==> src/rtl/sysclk_src_pkg.sv <==
package sysclk_src_pkg;
  localparam int NSRC  = 3;
  localparam int SEL_W = 2;
  localparam int DIV_W = 2;
  localparam int CNT_W = 3;

  localparam logic [SEL_W-1:0] SRC_INT = 2'd0;
  localparam logic [SEL_W-1:0] SRC_LOW = 2'd1;
  localparam logic [SEL_W-1:0] SRC_EXT = 2'd2;

  function automatic logic pair_ok(input logic [SEL_W-1:0] s, input logic [DIV_W-1:0] d);
    case (s)
      SRC_INT: pair_ok = 1'b1;
      SRC_LOW: pair_ok = (d <= 2'd1);
      SRC_EXT: pair_ok = (d == 2'd0);
      default: pair_ok = 1'b0;
    endcase
  endfunction

  function automatic logic [CNT_W-1:0] last_edge(input logic [DIV_W-1:0] d);
    last_edge = CNT_W'((1 << d) - 1);
  endfunction
endpackage

==> src/rtl/sysclk_src_sync.sv <==
module sysclk_src_sync #(
  parameter int W      = 6,
  parameter int STAGES = 2
) (
  input  logic         clk,
  input  logic         rst,
  input  logic [W-1:0] d,
  output logic [W-1:0] q
);
  logic [W-1:0] chain [STAGES];

  for (genvar i = 0; i < STAGES; i++) begin : g_stage
    always_ff @(posedge clk) begin
      if (rst) chain[i] <= '0;
      else if (i == 0) chain[i] <= d;
      else chain[i] <= chain[(i == 0) ? 0 : i-1];
    end
  end

  assign q = chain[STAGES-1];
endmodule

==> src/rtl/sysclk_src_regs.sv <==
module sysclk_src_regs
  import sysclk_src_pkg::*;
#(
  parameter int DW = 16
) (
  input  logic             clk,
  input  logic             rst,
  input  logic             reg_wr,
  input  logic             reg_addr,
  input  logic [DW-1:0]    reg_wdata,
  output logic [DW-1:0]    reg_rdata,
  input  logic             sleep_req,
  input  logic             wake_req,
  output logic [SEL_W-1:0] sel_src,
  output logic [DIV_W-1:0] sel_div,
  output logic [NSRC-1:0]  src_en
);
  logic [SEL_W-1:0] src_q, src_n, wsrc_q, wsrc_n;
  logic [DIV_W-1:0] div_q, div_n, wdiv_q, wdiv_n;
  logic             wmode_q, wmode_n, asleep_q, asleep_n;
  logic [NSRC-1:0]  en_q, en_n, stop_q, stop_n, src_en_q;
  logic [DW-1:0]    rdata_q, sel_word, osc_word;

  always_comb begin
    src_n = src_q; div_n = div_q; wsrc_n = wsrc_q; wdiv_n = wdiv_q;
    wmode_n = wmode_q; en_n = en_q; stop_n = stop_q; asleep_n = asleep_q;
    if (sleep_req) asleep_n = 1'b1;
    if (wake_req) begin
      asleep_n = 1'b0;
      if (wmode_q) begin
        src_n = wsrc_q;
        div_n = wdiv_q;
      end
    end
    if (reg_wr && !reg_addr) begin
      if (pair_ok(reg_wdata[1:0], reg_wdata[5:4])) begin
        src_n = reg_wdata[1:0];
        div_n = reg_wdata[5:4];
      end
      if (pair_ok(reg_wdata[9:8], reg_wdata[13:12])) begin
        wsrc_n = reg_wdata[9:8];
        wdiv_n = reg_wdata[13:12];
      end
      wmode_n = reg_wdata[15];
    end
    if (reg_wr && reg_addr) begin
      en_n   = reg_wdata[NSRC-1:0];
      stop_n = reg_wdata[8 +: NSRC];
    end
    en_n = en_n | (NSRC'(1) << src_n);
  end

  always_ff @(posedge clk) begin
    if (rst) begin
      src_q <= SRC_INT; div_q <= '0; wsrc_q <= SRC_INT; wdiv_q <= '0;
      wmode_q <= 1'b0; en_q <= NSRC'(1); stop_q <= '0; asleep_q <= 1'b0;
      src_en_q <= NSRC'(1); rdata_q <= '0;
    end else begin
      src_q <= src_n; div_q <= div_n; wsrc_q <= wsrc_n; wdiv_q <= wdiv_n;
      wmode_q <= wmode_n; en_q <= en_n; stop_q <= stop_n; asleep_q <= asleep_n;
      src_en_q <= en_n & ~(stop_n & {NSRC{asleep_n}});
      rdata_q <= reg_addr ? osc_word : sel_word;
    end
  end

  assign sel_word = DW'({wmode_q, 1'b0, wdiv_q, 2'b00, wsrc_q, 2'b00, div_q, 2'b00, src_q});
  assign osc_word = DW'({5'b0, stop_q, 5'b0, en_q});

  assign reg_rdata = rdata_q;
  assign sel_src   = src_q;
  assign sel_div   = div_q;
  assign src_en    = src_en_q;

  // both stored pairs are always legal
  assert_sel_legal_R4: assert property (@(posedge clk) disable iff (rst)
    pair_ok(src_q, div_q) && pair_ok(wsrc_q, wdiv_q));

  // wake-up with mode set reloads the live pair
  assert_wake_reload_R8: assert property (@(posedge clk) disable iff (rst)
    (wake_req && wmode_q && !reg_wr) |=> (src_q == $past(wsrc_q)) && (div_q == $past(wdiv_q)));

  // wake-up with mode clear keeps the live pair
  assert_wake_ignored_R9: assert property (@(posedge clk) disable iff (rst)
    (wake_req && !wmode_q && !reg_wr) |=> $stable(src_q) && $stable(div_q));

  // sleep entry removes stop-in-sleep sources from the enables
  assert_sleep_gate_R7: assert property (@(posedge clk) disable iff (rst)
    (sleep_req && !wake_req && !reg_wr) |=> ((src_en_q & stop_q) == '0));
endmodule

==> src/rtl/sysclk_src_gen.sv <==
module sysclk_src_gen
  import sysclk_src_pkg::*;
(
  input  logic             clk,
  input  logic             rst,
  input  logic [NSRC-1:0]  src_s,
  input  logic [NSRC-1:0]  rdy_s,
  input  logic [SEL_W-1:0] req_src,
  input  logic [DIV_W-1:0] req_div,
  output logic             sys_clk,
  output logic [SEL_W-1:0] active_src
);
  typedef enum logic [1:0] {ST_RUN, ST_DRAIN, ST_HOLD} st_e;

  st_e              st_q;
  logic [SEL_W-1:0] cur_src_q, act_q;
  logic [DIV_W-1:0] cur_div_q;
  logic [CNT_W-1:0] cnt_q;
  logic [NSRC-1:0]  prev_q;
  logic             clk_q, edge_hit, change;

  assign edge_hit = src_s[cur_src_q] ^ prev_q[cur_src_q];
  assign change   = (req_src != cur_src_q) || (req_div != cur_div_q);

  always_ff @(posedge clk) begin
    if (rst) begin
      st_q <= ST_HOLD; cur_src_q <= SRC_INT; cur_div_q <= '0; act_q <= SRC_INT;
      cnt_q <= '0; prev_q <= '0; clk_q <= 1'b0;
    end else begin
      prev_q <= src_s;
      case (st_q)
        ST_RUN, ST_DRAIN: begin
          if (st_q == ST_DRAIN && !clk_q) begin
            st_q      <= ST_HOLD;
            cur_src_q <= req_src;
            cur_div_q <= req_div;
            cnt_q     <= '0;
          end else begin
            if (change) st_q <= ST_DRAIN;
            if (edge_hit) begin
              if (cnt_q == last_edge(cur_div_q)) begin
                cnt_q <= '0;
                clk_q <= ~clk_q;
              end else begin
                cnt_q <= cnt_q + 1'b1;
              end
            end
          end
        end
        default: begin
          cnt_q <= '0;
          if (change) begin
            cur_src_q <= req_src;
            cur_div_q <= req_div;
          end else if (rdy_s[cur_src_q]) begin
            st_q  <= ST_RUN;
            act_q <= cur_src_q;
          end
        end
      endcase
    end
  end

  assign sys_clk    = clk_q;
  assign active_src = act_q;

  // the status only moves while the output clock is low
  assert_switch_low_R10: assert property (@(posedge clk) disable iff (rst)
    !$stable(act_q) |-> !clk_q);
endmodule

==> src/rtl/sysclk_src_ctrl.sv <==
module sysclk_src_ctrl
  import sysclk_src_pkg::*;
#(
  parameter int DW          = 16,
  parameter int SYNC_STAGES = 2
) (
  input  logic          clk,
  input  logic          rst,
  input  logic          reg_wr,
  input  logic          reg_addr,
  input  logic [DW-1:0] reg_wdata,
  output logic [DW-1:0] reg_rdata,
  input  logic          sleep_req,
  input  logic          wake_req,
  input  logic [2:0]    src_clk,
  input  logic [2:0]    src_ready,
  output logic [2:0]    src_en,
  output logic          sys_clk,
  output logic [1:0]    active_src
);
  localparam int SYNC_W = 2 * NSRC;

  logic [SEL_W-1:0]  sel_src;
  logic [DIV_W-1:0]  sel_div;
  logic [SYNC_W-1:0] synced;

  sysclk_src_regs #(.DW(DW)) regs_i (
    .clk(clk), .rst(rst), .reg_wr(reg_wr), .reg_addr(reg_addr),
    .reg_wdata(reg_wdata), .reg_rdata(reg_rdata),
    .sleep_req(sleep_req), .wake_req(wake_req),
    .sel_src(sel_src), .sel_div(sel_div), .src_en(src_en)
  );

  sysclk_src_sync #(.W(SYNC_W), .STAGES(SYNC_STAGES)) sync_i (
    .clk(clk), .rst(rst), .d({src_ready, src_clk}), .q(synced)
  );

  sysclk_src_gen gen_i (
    .clk(clk), .rst(rst),
    .src_s(synced[NSRC-1:0]), .rdy_s(synced[SYNC_W-1:NSRC]),
    .req_src(sel_src), .req_div(sel_div),
    .sys_clk(sys_clk), .active_src(active_src)
  );
endmodule

==> config.mk <==
export PLATFORM = sky130hd
export DESIGN_NAME = sysclk_src_ctrl
export DESIGN_NICKNAME = d
export VERILOG_FILES = /design/src/rtl/sysclk_src_pkg.sv /design/src/rtl/sysclk_src_sync.sv /design/src/rtl/sysclk_src_regs.sv /design/src/rtl/sysclk_src_gen.sv /design/src/rtl/sysclk_src_ctrl.sv
export SDC_FILE = /design/constraint.sdc
export NUM_CORES = 1
export LEC_CHECK = 0
export BUFFER_PORTS_ARGS = -buffer_cell sky130_fd_sc_hd__clkbuf_2
export CORE_MARGIN = 2
export CORE_UTILIZATION = 45
export CTS_CLUSTER_SIZE = 14
export DETAILED_ROUTE_END_ITERATION = 12
export PLACE_DENSITY = 0.72
export SLEW_MARGIN = 30
export SYNTH_ARGS = -nofsm -noshare
export SYNTH_HDL_FRONTEND = slang
export SYNTH_HIERARCHICAL = 1
export SYNTH_SLANG_ARGS = --single-unit
==> constraint.sdc <==
create_clock -name clk -period 2.5 [get_ports clk]
set_input_delay 0.5 -clock clk [delete_from_list [all_inputs] [get_ports clk]]
set_output_delay 0.5 -clock clk [all_outputs]
set_load 0.1 [all_outputs]
==> reports/qor.yml <==
avgSynthCellArea_um2: 9.98
drt_iter0_drc: 108
synth_cells: 243
start_kind: "flop"
root_buffer: "clkbuf_8"
p_switching_uw: 539
core_mm2: 0.00514
area_growth_pct: 17.2
async_flop_share_pct: 0
first_global_vias: 1652
critical_path_arrival_ns: 2.09
ios: 50
cts_max_level: 3
hold_viol_final: 0
critPathMaxStageDelay_ns: 0.52
final_area_mm2: 0.00284
clockPowerShare_pct: 38.7
synth_area_leader_cell: "dfxtp_1"
cts_buffers: 9
p_seq_share_pct: 48.4
yosysSeqAreaShare_pct: 47.1
detail-route-antenna-nets: 0
crit_path_cell_trace: "or4_1, mux2i_1, a31o_2, nor3b_2, mux2_2"
setup_viol: 0
drv_cap: 0
hp-class: "primary input to flop"
hold_start: "src_clk[1]"
ys_warn_count: 6
io_buffers: 39
run_status: "complete, no violations"
ys_ff_latch: 57
worst_pin_slew_ns: 0.542
fmax_mhz: 533
placed_cell_area_mm2: 0.00266
post_cts_buffers: 0
synth_flop_cell: "dfxtp_1"
cts_resized: 0
end_kind: "flop"
comb_power_share_pct: 13.0
period_share_pct: 75.0
clk_path_buf_depth: 2
antenna_found_initial: 0
skew_ns: 0.00534
synth-edff-count: 0
drive_gt1_share_pct: 29.5
synth.area.top_cells: "dfxtp_1, mux2i_1, nor2_1"
cp_top_family: "simple AND/OR/NAND/NOR gates"
critPathMaxFanout: 6
p_int_uw: 1450
wl_mm: 4.40
die_w_um: 77.4
num_rows: 26
nFillCells: 469
post_drt_wl_per_cell_um: 12.2
grt_max_degree: 22
clock_latency_ns: 0.33
setup-tns-final_ns: 0
drt_pass1_iterations: 4
crit_buf_inv: 0
p_per_area_mw_per_mm2: 699
grt_pass1_wl_mm: 7.40
cts.sinks: 57
nets: 317
cp-startpoint: "gen_i/cur_div_q[1]"
critical_path_class: "flop to flop"
cts.clk_slew.worst_paths_ns: 0.06
grt_use_total_pct: 15.8
slew_viol_final: 0
gp_congestion: 0.814
power.leakage_uw: 0.00121
drc: 0
synth_cell_types: 61
cp_slowest_cell: "or4_1"
slew_headroom_pct: 64.0
overflow: 0
cts_tree: "done"
vias: 1813
hpwlAfterDp_mm: 3.17
switching_share_pct: 27.1
antenna_cells: 0
synthesis.area_mm2: 0.00242
irDropWorstVdd_mv: 0.484
crit-reg2reg-launch: "gen_i/cur_div_q[1]"
required_ns: 2.71
rsz0062_at_grt: "no"
die_y_um: 77.4
viasPerCell: 5.01
min_period_ns: 1.87
start_util_pct: 47.2
synth_top_area_share_pct: 47.1
dieArea_mm2: 0.00599
hold_buffers: 0
[worst reg2reg max path, cell delays in order, from the launching register on]
cell	delay, ns
dfxtp_1	0.36
or4_1	0.52
mux2i_1	0.19
a31o_2	0.16
nor3b_2	0.17
mux2_2	0.36
[Yosys cell counts, types with 2 or more instances]
cell      count
nand3_1       6
nor2b_2       8
mux2_2        2
and2b_2       2
buf_2         3
a31oi_2       2
o21a_1        3
buf_6         2
nand2_1      16
nor2_1       26
xor2_1        5
a211oi_1      3
nor3_1        7
nand3b_1      2
mux2i_1      12
xnor2_1       2
and2_1        8
nor2b_1       3
o21ai_0       6
inv_1         7
buf_4         5
nor2b_4       2
and3_1        2
a21oi_1      11
nand2b_1      2
a21o_1        3
dfxtp_1      57
nor4_1        3
[registers in the layout, indices dropped and copies added (netlist names)]
| name | cells |
|---|---|
| gen_i/prev_q | 3 |
| regs_i/en_q | 3 |
| gen_i/active_src | 2 |
| regs_i/reg_rdata | 11 |
| sync_i/chain | 12 |
| gen_i/sys_clk | 1 |
| gen_i/cur_src_q | 2 |
| regs_i/asleep_q | 1 |
| gen_i/st_q | 2 |
| regs_i/sel_div | 2 |
| gen_i/cnt_q | 3 |
| gen_i/cur_div_q | 2 |
| regs_i/wmode_q | 1 |
| regs_i/src_en | 3 |
| regs_i/wdiv_q | 2 |
| regs_i/wsrc_q | 2 |
| regs_i/sel_src | 2 |
| regs_i/stop_q | 3 |
[layout by cell type, fill, tap and decap left out, types with 3 or more instances in the layout]
master / count
and2_1: 8
xor2_1: 5
mux2i_1: 12
inv_1: 7
nor2b_2: 8
nor2b_1: 3
o21a_1: 3
a21oi_1: 11
nor2_1: 26
a211oi_1: 3
nor3_1: 7
a21o_1: 3
conb_1: 5
buf_4: 3
clkinv_2: 3
clkbuf_8: 12
nand3_1: 6
clkbuf_2: 39
nand2_1: 16
dfxtp_1: 57
o21ai_0: 6
nor4_1: 3
[layout make-up]
cell class	count	area, um2	share of cell area (%)
timing repair buffer	42	218	7.66
multi-input combinational	171	1190	41.9
clock inverter	3	15.0	0.528
tap	70	87.6	3.08
clock buffer	12	165	5.81
sequential	57	1140	40.1
inverter	7	26.3	0.924
[stage by stage]
stage | util, % | instances | power (uW) | hold slack (ns) | worst slack (ns)
4_1_cts | 55.3 | 362 | 2010 | 0.365 | 0.636
5_1_grt | 55.3 | 362 | 2070 | 0.375 | 0.551
2_1_floorplan | - | 247 | 1180 | 0.415 | 0.470
3_3_place_gp | 51.8 | 347 | 1230 | 0.420 | 0.706
6_report | 55.3 | 362 | 1990 | 0.378 | 0.625
3_5_place_dp | 51.8 | 347 | 1240 | 0.426 | 0.650
[logic make-up (layout without fill, tap and decap cells)]
logic type      count (synthesis)  in the layout  share of synthesized area, %
flops                          57             57                          47.1
other cells                     1              5                         0.155
fa+ha+maj                       2              2                         0.929
xor+xnor                        7              7                          2.53
simple gates                   97             97                          23.1
mux                            17             17                          7.89
compound gates                 43             43                          13.8
buf+inv                        19             64                          4.49
[layer usage]
metal | track usage [%] | vias up | routed length (um) | share of wire [%]
met1 | 20.6 | 829 | 2140 | 49
met3 | 4.65 | 5 | 227 | 5.2
met4 | 8.75 | 0 | 58 | 1.3
met2 | 23.4 | 52 | 1980 | 45
met5 | 0 | - | 0 | 0
li1 | - | 927 | - | -
[path summary, 6_finish.rpt]
kind | slack [ns] | end | depth (start not counted)
worst min register to register | 0.44 | sync_i/chain[1][0] | 1
worst min-delay path | 0.38 | sync_i/chain[0][1] | 2
worst max-delay path | 0.63 | gen_i/sys_clk | 5
worst max register to register | 0.63 | gen_i/sys_clk | 5
[power by group through the flow]
stage               registers, uW  logic, uW  clock network (uW)
floorplan                    1030        151                   0
global placement              980        254                   0
detailed placement            981        257                   0
CTS                           961        258                 790
global route                  965        274                 829
finish                        961        257                 768
(Power assumes the default switching activity.)
